## src/rtl/node_state_ctrl.sv

```systemverilog
module node_state_ctrl #(
  parameter int CW = 4
) (
  input  logic          clk,
  input  logic          rst_n,
  input  logic          req_vld,
  input  logic [CW-1:0] req_code,
  input  logic          app_rdy,
  input  logic          fault_ack,
  input  logic          wdt_expire,
  output logic [CW-1:0] st_code,
  output logic          fault,
  output logic          mbx_en,
  output logic          pd_en,
  output logic          drv_en,
  output logic          fw_en
);

  localparam logic [CW-1:0] S_INIT = CW'(1);
  localparam logic [CW-1:0] S_PRE  = CW'(2);
  localparam logic [CW-1:0] S_BOOT = CW'(3);
  localparam logic [CW-1:0] S_SAFE = CW'(4);
  localparam logic [CW-1:0] S_OP   = CW'(8);

  logic [CW-1:0] st_q, st_d;
  logic          flt_q, flt_set;
  logic          step_up, step_dn;

  assign step_up = (st_q == S_INIT && (req_code == S_PRE || req_code == S_BOOT))
                 || (st_q == S_PRE  && req_code == S_SAFE)
                 || (st_q == S_SAFE && req_code == S_OP);

  assign step_dn = (st_q == S_PRE  && req_code == S_INIT)
                 || (st_q == S_BOOT && req_code == S_INIT)
                 || (st_q == S_SAFE && (req_code == S_INIT || req_code == S_PRE))
                 || (st_q == S_OP   && (req_code == S_INIT || req_code == S_PRE
                                        || req_code == S_SAFE));

  always_comb begin
    st_d    = st_q;
    flt_set = 1'b0;
    if (wdt_expire && st_q == S_OP) begin
      st_d    = S_SAFE;
      flt_set = 1'b1;
    end else if (req_vld && req_code != st_q) begin
      if (step_dn)
        st_d = req_code;
      else if (step_up && app_rdy)
        st_d = req_code;
      else
        flt_set = 1'b1;
    end
  end

  always_ff @(posedge clk) begin
    if (!rst_n) begin
      st_q  <= S_INIT;
      flt_q <= 1'b0;
    end else begin
      st_q  <= st_d;
      flt_q <= flt_set | (flt_q & ~fault_ack);
    end
  end

  assign st_code = st_q;
  assign fault   = flt_q;
  assign mbx_en  = (st_q == S_PRE) || (st_q == S_SAFE) || (st_q == S_OP);
  assign pd_en   = (st_q == S_SAFE) || (st_q == S_OP);
  assign drv_en  = (st_q == S_OP);
  assign fw_en   = (st_q == S_BOOT);

  assert_valid_code_R2: assert property (@(posedge clk) disable iff (!rst_n)
    st_code == S_INIT || st_code == S_PRE || st_code == S_BOOT
    || st_code == S_SAFE || st_code == S_OP);

  assert_boot_exclusive_R2: assert property (@(posedge clk) disable iff (!rst_n)
    fw_en |-> !(mbx_en || pd_en || drv_en));

  assert_drv_needs_pd_R3: assert property (@(posedge clk) disable iff (!rst_n)
    drv_en |-> (pd_en && mbx_en));

  assert_boot_from_init_R6: assert property (@(posedge clk) disable iff (!rst_n)
    (st_code != S_INIT && st_code != S_BOOT) |=> (st_code != S_BOOT));

  assert_op_from_safe_R6: assert property (@(posedge clk) disable iff (!rst_n)
    (st_code != S_SAFE && st_code != S_OP) |=> (st_code != S_OP));

  assert_fault_sticky_R8: assert property (@(posedge clk) disable iff (!rst_n)
    (fault && !fault_ack) |=> fault);

  assert_fault_cause_R8: assert property (@(posedge clk) disable iff (!rst_n)
    (!fault && !req_vld && !wdt_expire) |=> !fault);

  assert_wdt_drop_R9: assert property (@(posedge clk) disable iff (!rst_n)
    (wdt_expire && st_code == S_OP) |=> (st_code == S_SAFE && fault));

  assert_hold_idle_R11: assert property (@(posedge clk) disable iff (!rst_n)
    (!req_vld && !wdt_expire) |=> $stable(st_code));

endmodule

```

## config.mk

```make
export PLATFORM = sky130hd
export DESIGN_NAME = node_state_ctrl
export DESIGN_NICKNAME = d
export VERILOG_FILES = /design/src/rtl/node_state_ctrl.sv
export SDC_FILE = /design/constraint.sdc
export NUM_CORES = 1
export LEC_CHECK = 0
export CAP_MARGIN = 20
export CORE_AREA = 2 2 39 41
export CTS_CLUSTER_DIAMETER = 60
export DETAILED_ROUTE_END_ITERATION = 8
export DIE_AREA = 0 0 41 43
export PLACE_DENSITY = 0.65
export REMOVE_ABC_BUFFERS = 1
export SLEW_MARGIN = 40
export SYNTH_ARGS = -nofsm -noshare
export SYNTH_HDL_FRONTEND = slang
export SYNTH_SLANG_ARGS = --single-unit
```

## constraint.sdc

```tcl
create_clock -name clk -period 2.55 [get_ports clk]
set_input_delay 0.51 -clock clk [delete_from_list [all_inputs] [get_ports clk]]
set_output_delay 0.51 -clock clk [all_outputs]
set_load 0.005 [all_outputs]
```

==> results.toml, run 1 <==
[status]
status = "completed"

[floorplanning]
rows = 14
fp.dieW_um = 41
dieHeight_um = 43
ios = 19
initial_utilization_pct = 34.3
dieArea_um2 = 1760
coreArea_um2 = 1380

[finish]
regArea_um2 = 100
fin_area_um2 = 687
layout.nets = 85
diodes = 0
area_growth_pct = 44.9
multi_input_area_um2 = 334
stdcell_count = 90
drive_gt1_share_pct = 14.9
nFillCells = 138

[routing]
post_drt_via_cell_ratio = 5.39
drt_iter0_markers = 5
wire_per_inst_um = 12.5
routed_wl_um = 1130
vias = 485
drtPass1Iterations = 4
drc = 0
ant_nets = 0

[cts]
clockBufferDepth = 2
clock_latency_ps = 240
cts.reportedPaths.clkPinSlew_ps = 40
cts_buffers = 3
cts_root_buffer = "clkbuf_4"
h-tree-depth = 1
cts_sinks = 5
post_cts_buffers = 0
cts_tree = "yes"

[placed_design]
place_ws_ps = 146
gp_congestion = 0.698
dpl.hpwl_um = 845
io_buffer_count = 18
placed_cell_area_um2 = 654
dp.cells = 86

[pwr]
peakVddDrop_v = 0.000249
comb_power_share_pct = 20.9
p_leak_nw = 0.246
p_int_mw = 0.167
netSwitchingFraction_pct = 23.5
p_clk_share_pct = 40.8
switching_power_mw = 0.0511
power_density_nw_per_um2 = 317
power_frac_seq_pct = 38.2

[synth]
synth_top_area_cell = "dfxtp_1"
synth_top_area_share_pct = 21.1
ys_ff_latch = 5
synth_area_leaders = "dfxtp_1 (21%), xor2_1 (7.4%), buf_6 (7.1%)"
synth_top_flop_cell = "dfxtp_1"
synth_edf_count = 0
yosysSeqAreaShare_pct = 21.1
post-synth-top-count-cell = "dfxtp_1"
synth_cell_types = 32
synthTopCellsByCount = "dfxtp_1 (5), nand3_1 (4), xor2_1 (4)"
synth_area_um2 = 474
synthArstFlopShare_pct = 0
synth_cells = 54
yosys_warnings = 0
synth.avg_cell_area_um2 = 8.78

[worst_setup_path]
startpoint = "st_code[2]"
cp.arrival_ps = 1820
cp-end-kind = "primary output"
crit_type = "reg2out"
crit_required_ps = 2040
reg2reg_from = "st_code[2]"
critPathMaxFanout = 6
critPathLaunchType = "flip-flop"

[grt]
global_route.usage.met1_pct = 19.7
antenna_found_initial = 0
grt_max_degree = 11
grt.busiest_layer = "met2"
grt_pass1_wl_um = 1750
first_global_vias = 426
grt_util_met3_pct = 3.14
track_usage_pct = 14.1
met2_usage_pct = 20.9
overflow = 0

[timing]
tightest_slew_ps = 456
final_max_slew_viol_count = 0
hold_viol_final = 0
relSlewSlack_pct = 69.2
clock_skew_ps = 3.78
period_share_pct = 91.2
period_needed_ps = 2330
setup_ws_ps = 223
holdWs_ps = 589
rsz0062_at_grt = "false"
max_freq_ghz = 0.430
setup_violations = 0
fin_setup_tns_ps = 0

[hold_path]
hold_path.class = "reg2reg"
min-delay-start = "fault"

[run]
cap_violations = 0
logic make-up after synthesis:
group / count (synthesis) / share of synthesized area (%)
buf+inv: 6 / 9.76
mux: 3 / 6.33
flops: 5 / 21.1
compound gates: 10 / 16.9
simple gates: 26 / 38.5
xor+xnor: 4 / 7.39
layout by cell type, fill, tap and decap left out, drive strengths merged, types with 2 or more instances in the layout:
master,n
mux2i,3
nor2b,3
nand3,4
nor4b,3
nand2,2
buf,3
dfxtp,5
clkbuf,4
nand4b,2
a21oi,2
clkdlybuf4s50,18
nor2,3
xor2,4
worst max-delay path, stage by stage (launching register included):
cell and delay [ps]:
dfxtp_1 340, buf_4 170, nor4b_4 400, or2_2 180, clkdlybuf4s50_1 480
power groups by stage:
stage / clock (mW) / sequential (mW) / combinational, mW
2_1_floorplan: 0 / 0.0850 / 0.0157
3_3_place_gp: 0 / 0.0845 / 0.0447
3_5_place_dp: 0 / 0.0845 / 0.0450
4_1_cts: 0.0912 / 0.0831 / 0.0453
5_1_grt: 0.101 / 0.0834 / 0.0496
6_report: 0.0888 / 0.0832 / 0.0455
routing by layer:
metal / vias up / share of wire [%]
li1: 244 / -
met1: 226 / 49
met2: 15 / 45
met3: 0 / 5.7
met4: 0 / 0
met5: - / 0
flip-flops by register name, summed over array words and instances (netlist names):
signal and cells:
fault 1, st_code 4
per-stage QoR:
stage | power [mW] | util [%]
6_report | 0.218 | 49.6
5_1_grt | 0.234 | 49.6
4_1_cts | 0.220 | 49.2
3_5_place_dp | 0.129 | 47.3
3_3_place_gp | 0.129 | 47.3
2_1_floorplan | 0.101 | -
layout make-up:
class | count | area share (%)
Multi-Input combinational cell | 43 | 48.6
Timing Repair Buffer | 21 | 29.5
Sequential cell | 5 | 14.6
Clock buffer | 4 | 3.83
Tap cell | 16 | 2.91
Inverter | 1 | 0.546
timing repair:
item	CTS	global route
resized for setup	0	1
endpoints found under the setup margin	0	2
hold endpoints to repair	0	0
hold buffers	0	0
worst paths after layout:
| kind | to | slack [ps] | cells past startpoint |
|---|---|---|---|
| setup / recovery | pd_en | 220 | 4 |
| hold / removal | fault | 590 | 2 |
| setup reg to reg | st_code[2] | 440 | 7 |
| hold reg to reg | fault | 590 | 2 |
Note: power is estimated with default switching activity, not from simulation.
==> run 2: changes to the inputs <==
--- a/config.mk
+++ b/config.mk
@@ -10,6 +10,7 @@
 export CTS_CLUSTER_DIAMETER = 60
 export DETAILED_ROUTE_END_ITERATION = 8
 export DIE_AREA = 0 0 41 43
+export GPL_TIMING_DRIVEN = 0
 export PLACE_DENSITY = 0.65
 export REMOVE_ABC_BUFFERS = 1
 export SLEW_MARGIN = 40
==> run 2 against run 1 <==
  * Final area fell by 3.3%
  * Critical endpoint unchanged
  * Final cell count fell by 3.3%
  * Largest cell class unchanged
  * Global-route usage rose by 0.98 points
  * Sequential share of layout area rose by 0.49 points
  * Sequential power rose by 1%
  * Worst hold slack improved by 6.5 ps
  * Fmax fell by 1.4%
  * Critical path depth fell by 1
  * Sequential cell count did not move
==> results.toml, run 2 (synthesized netlist as in run 1, its figures left out) <==
[worst_setup_path]
cp.arrival_ps = 1850
critPathMaxFanout = 10
cp-end-kind = "primary output"
crit_required_ps = 2040
critPathLaunchType = "flip-flop"
rrSetupSlack_ps = 410
rr_worst_depth = 6
crit_type = "reg2out"

[cts]
post_cts_buffers = 0
h-tree-depth = 1
clockBufferDepth = 2
cts.reportedPaths.clkPinSlew_ps = 40
cts_tree = "yes"
cts_root_buffer = "clkbuf_4"
cts_buffers = 3
ctsHoldBuffers = 0
clock_latency_ps = 230
cts_sinks = 5
cts_repair_resize_count = 0

[pwr]
power_density_nw_per_um2 = 323
power_mw = 0.214
peakVddDrop_v = 0.000304
p_leak_nw = 0.230

[timing]
final_max_slew_viol_count = 0
rsz0062_at_grt = "false"
clock_skew_ps = 1.33
relSlewSlack_pct = 68.4
setup_violations = 0
period_needed_ps = 2360
hold_viol_final = 0
max_freq_ghz = 0.424
holdWs_ps = 595
period_share_pct = 92.5
setup_ws_ps = 190
tightest_slew_ps = 468
fin_setup_tns_ps = 0

[routing]
vias = 460
drtPass1Iterations = 2
post_drt_via_cell_ratio = 5.29
wire_per_inst_um = 13.0
drc = 0
drt_iter0_markers = 1
ant_nets = 0
routed_wl_um = 1130

[floorplanning]
coreArea_um2 = 1380
dieArea_um2 = 1760
rows = 14
dieHeight_um = 43
ios = 19
fp.dieW_um = 41
initial_utilization_pct = 34.3

[finish]
area_growth_pct = 40.1
drive_gt1_share_pct = 11.3
mostFrequentLayoutCell = "clkdlybuf4s50_1"
largest_reg_flops = 4
final_cell_mix = "clkdlybuf4s50_1 (18), dfxtp_1 (5), nand3_1 (4), xor2_1 (4)"
fin_area_um2 = 664
stdcell_count = 87
diodes = 0
layout.nets = 82
final_util_pct = 48.0

[hold_path]
hold_path.class = "reg2reg"
min_path_cells = 2

[grt]
overflow = 0
first_global_vias = 429
track_usage_pct = 15.1
antenna_found_initial = 0
grt_pass1_wl_um = 1820
grt_max_degree = 11

[status]
status = "completed"

[placed_design]
dp.cells = 83
placed_cell_area_um2 = 632
gp_congestion = 0.756
place_ws_ps = 68.6
io_buffer_count = 18
dpl.hpwl_um = 838

[run]
cap_violations = 0
[run 2: cell types whose count changed in the layout (fill, tap and decap cells not counted), sizes merged]
cell / delta
buf: -3
[run 2: report_power, final]
group	leakage, nW	switching [mW]	internal [mW]
combinational	0.174	0.0173	0.0259
clock	0.0150	0.0281	0.0589
sequential	0.0407	0.00348	0.0808
[run 2: final timing paths]
path,startpoint,end
worst max-delay path,st_code[3],pd_en
worst min-delay path,fault,fault
worst max register to register,st_code[3],st_code[2]
worst min register to register,fault,fault
[run 2: area by class of cell]
class	count	area, um2
Tap cell	16	20.0
Clock buffer	4	26.3
Inverter	1	3.75
Timing Repair Buffer	18	180
Fill cell	142	719
Sequential cell	5	100
Multi-Input combinational cell	43	334
[run 2: critical path, stage by stage (launching register included)]
cell and delay [ps]:
dfxtp_1 530, nor4b_4 420, or2_2 180, clkdlybuf4s50_1 480
[run 2: layer usage]
metal / vias to the layer above / wire [um] / GRT usage (%)
li1: 237 / - / -
met1: 209 / 534 / 18.0
met2: 12 / 530 / 23.8
met3: 2 / 53 / 3.14
met4: 0 / 16 / 8.00
met5: - / 0 / 0
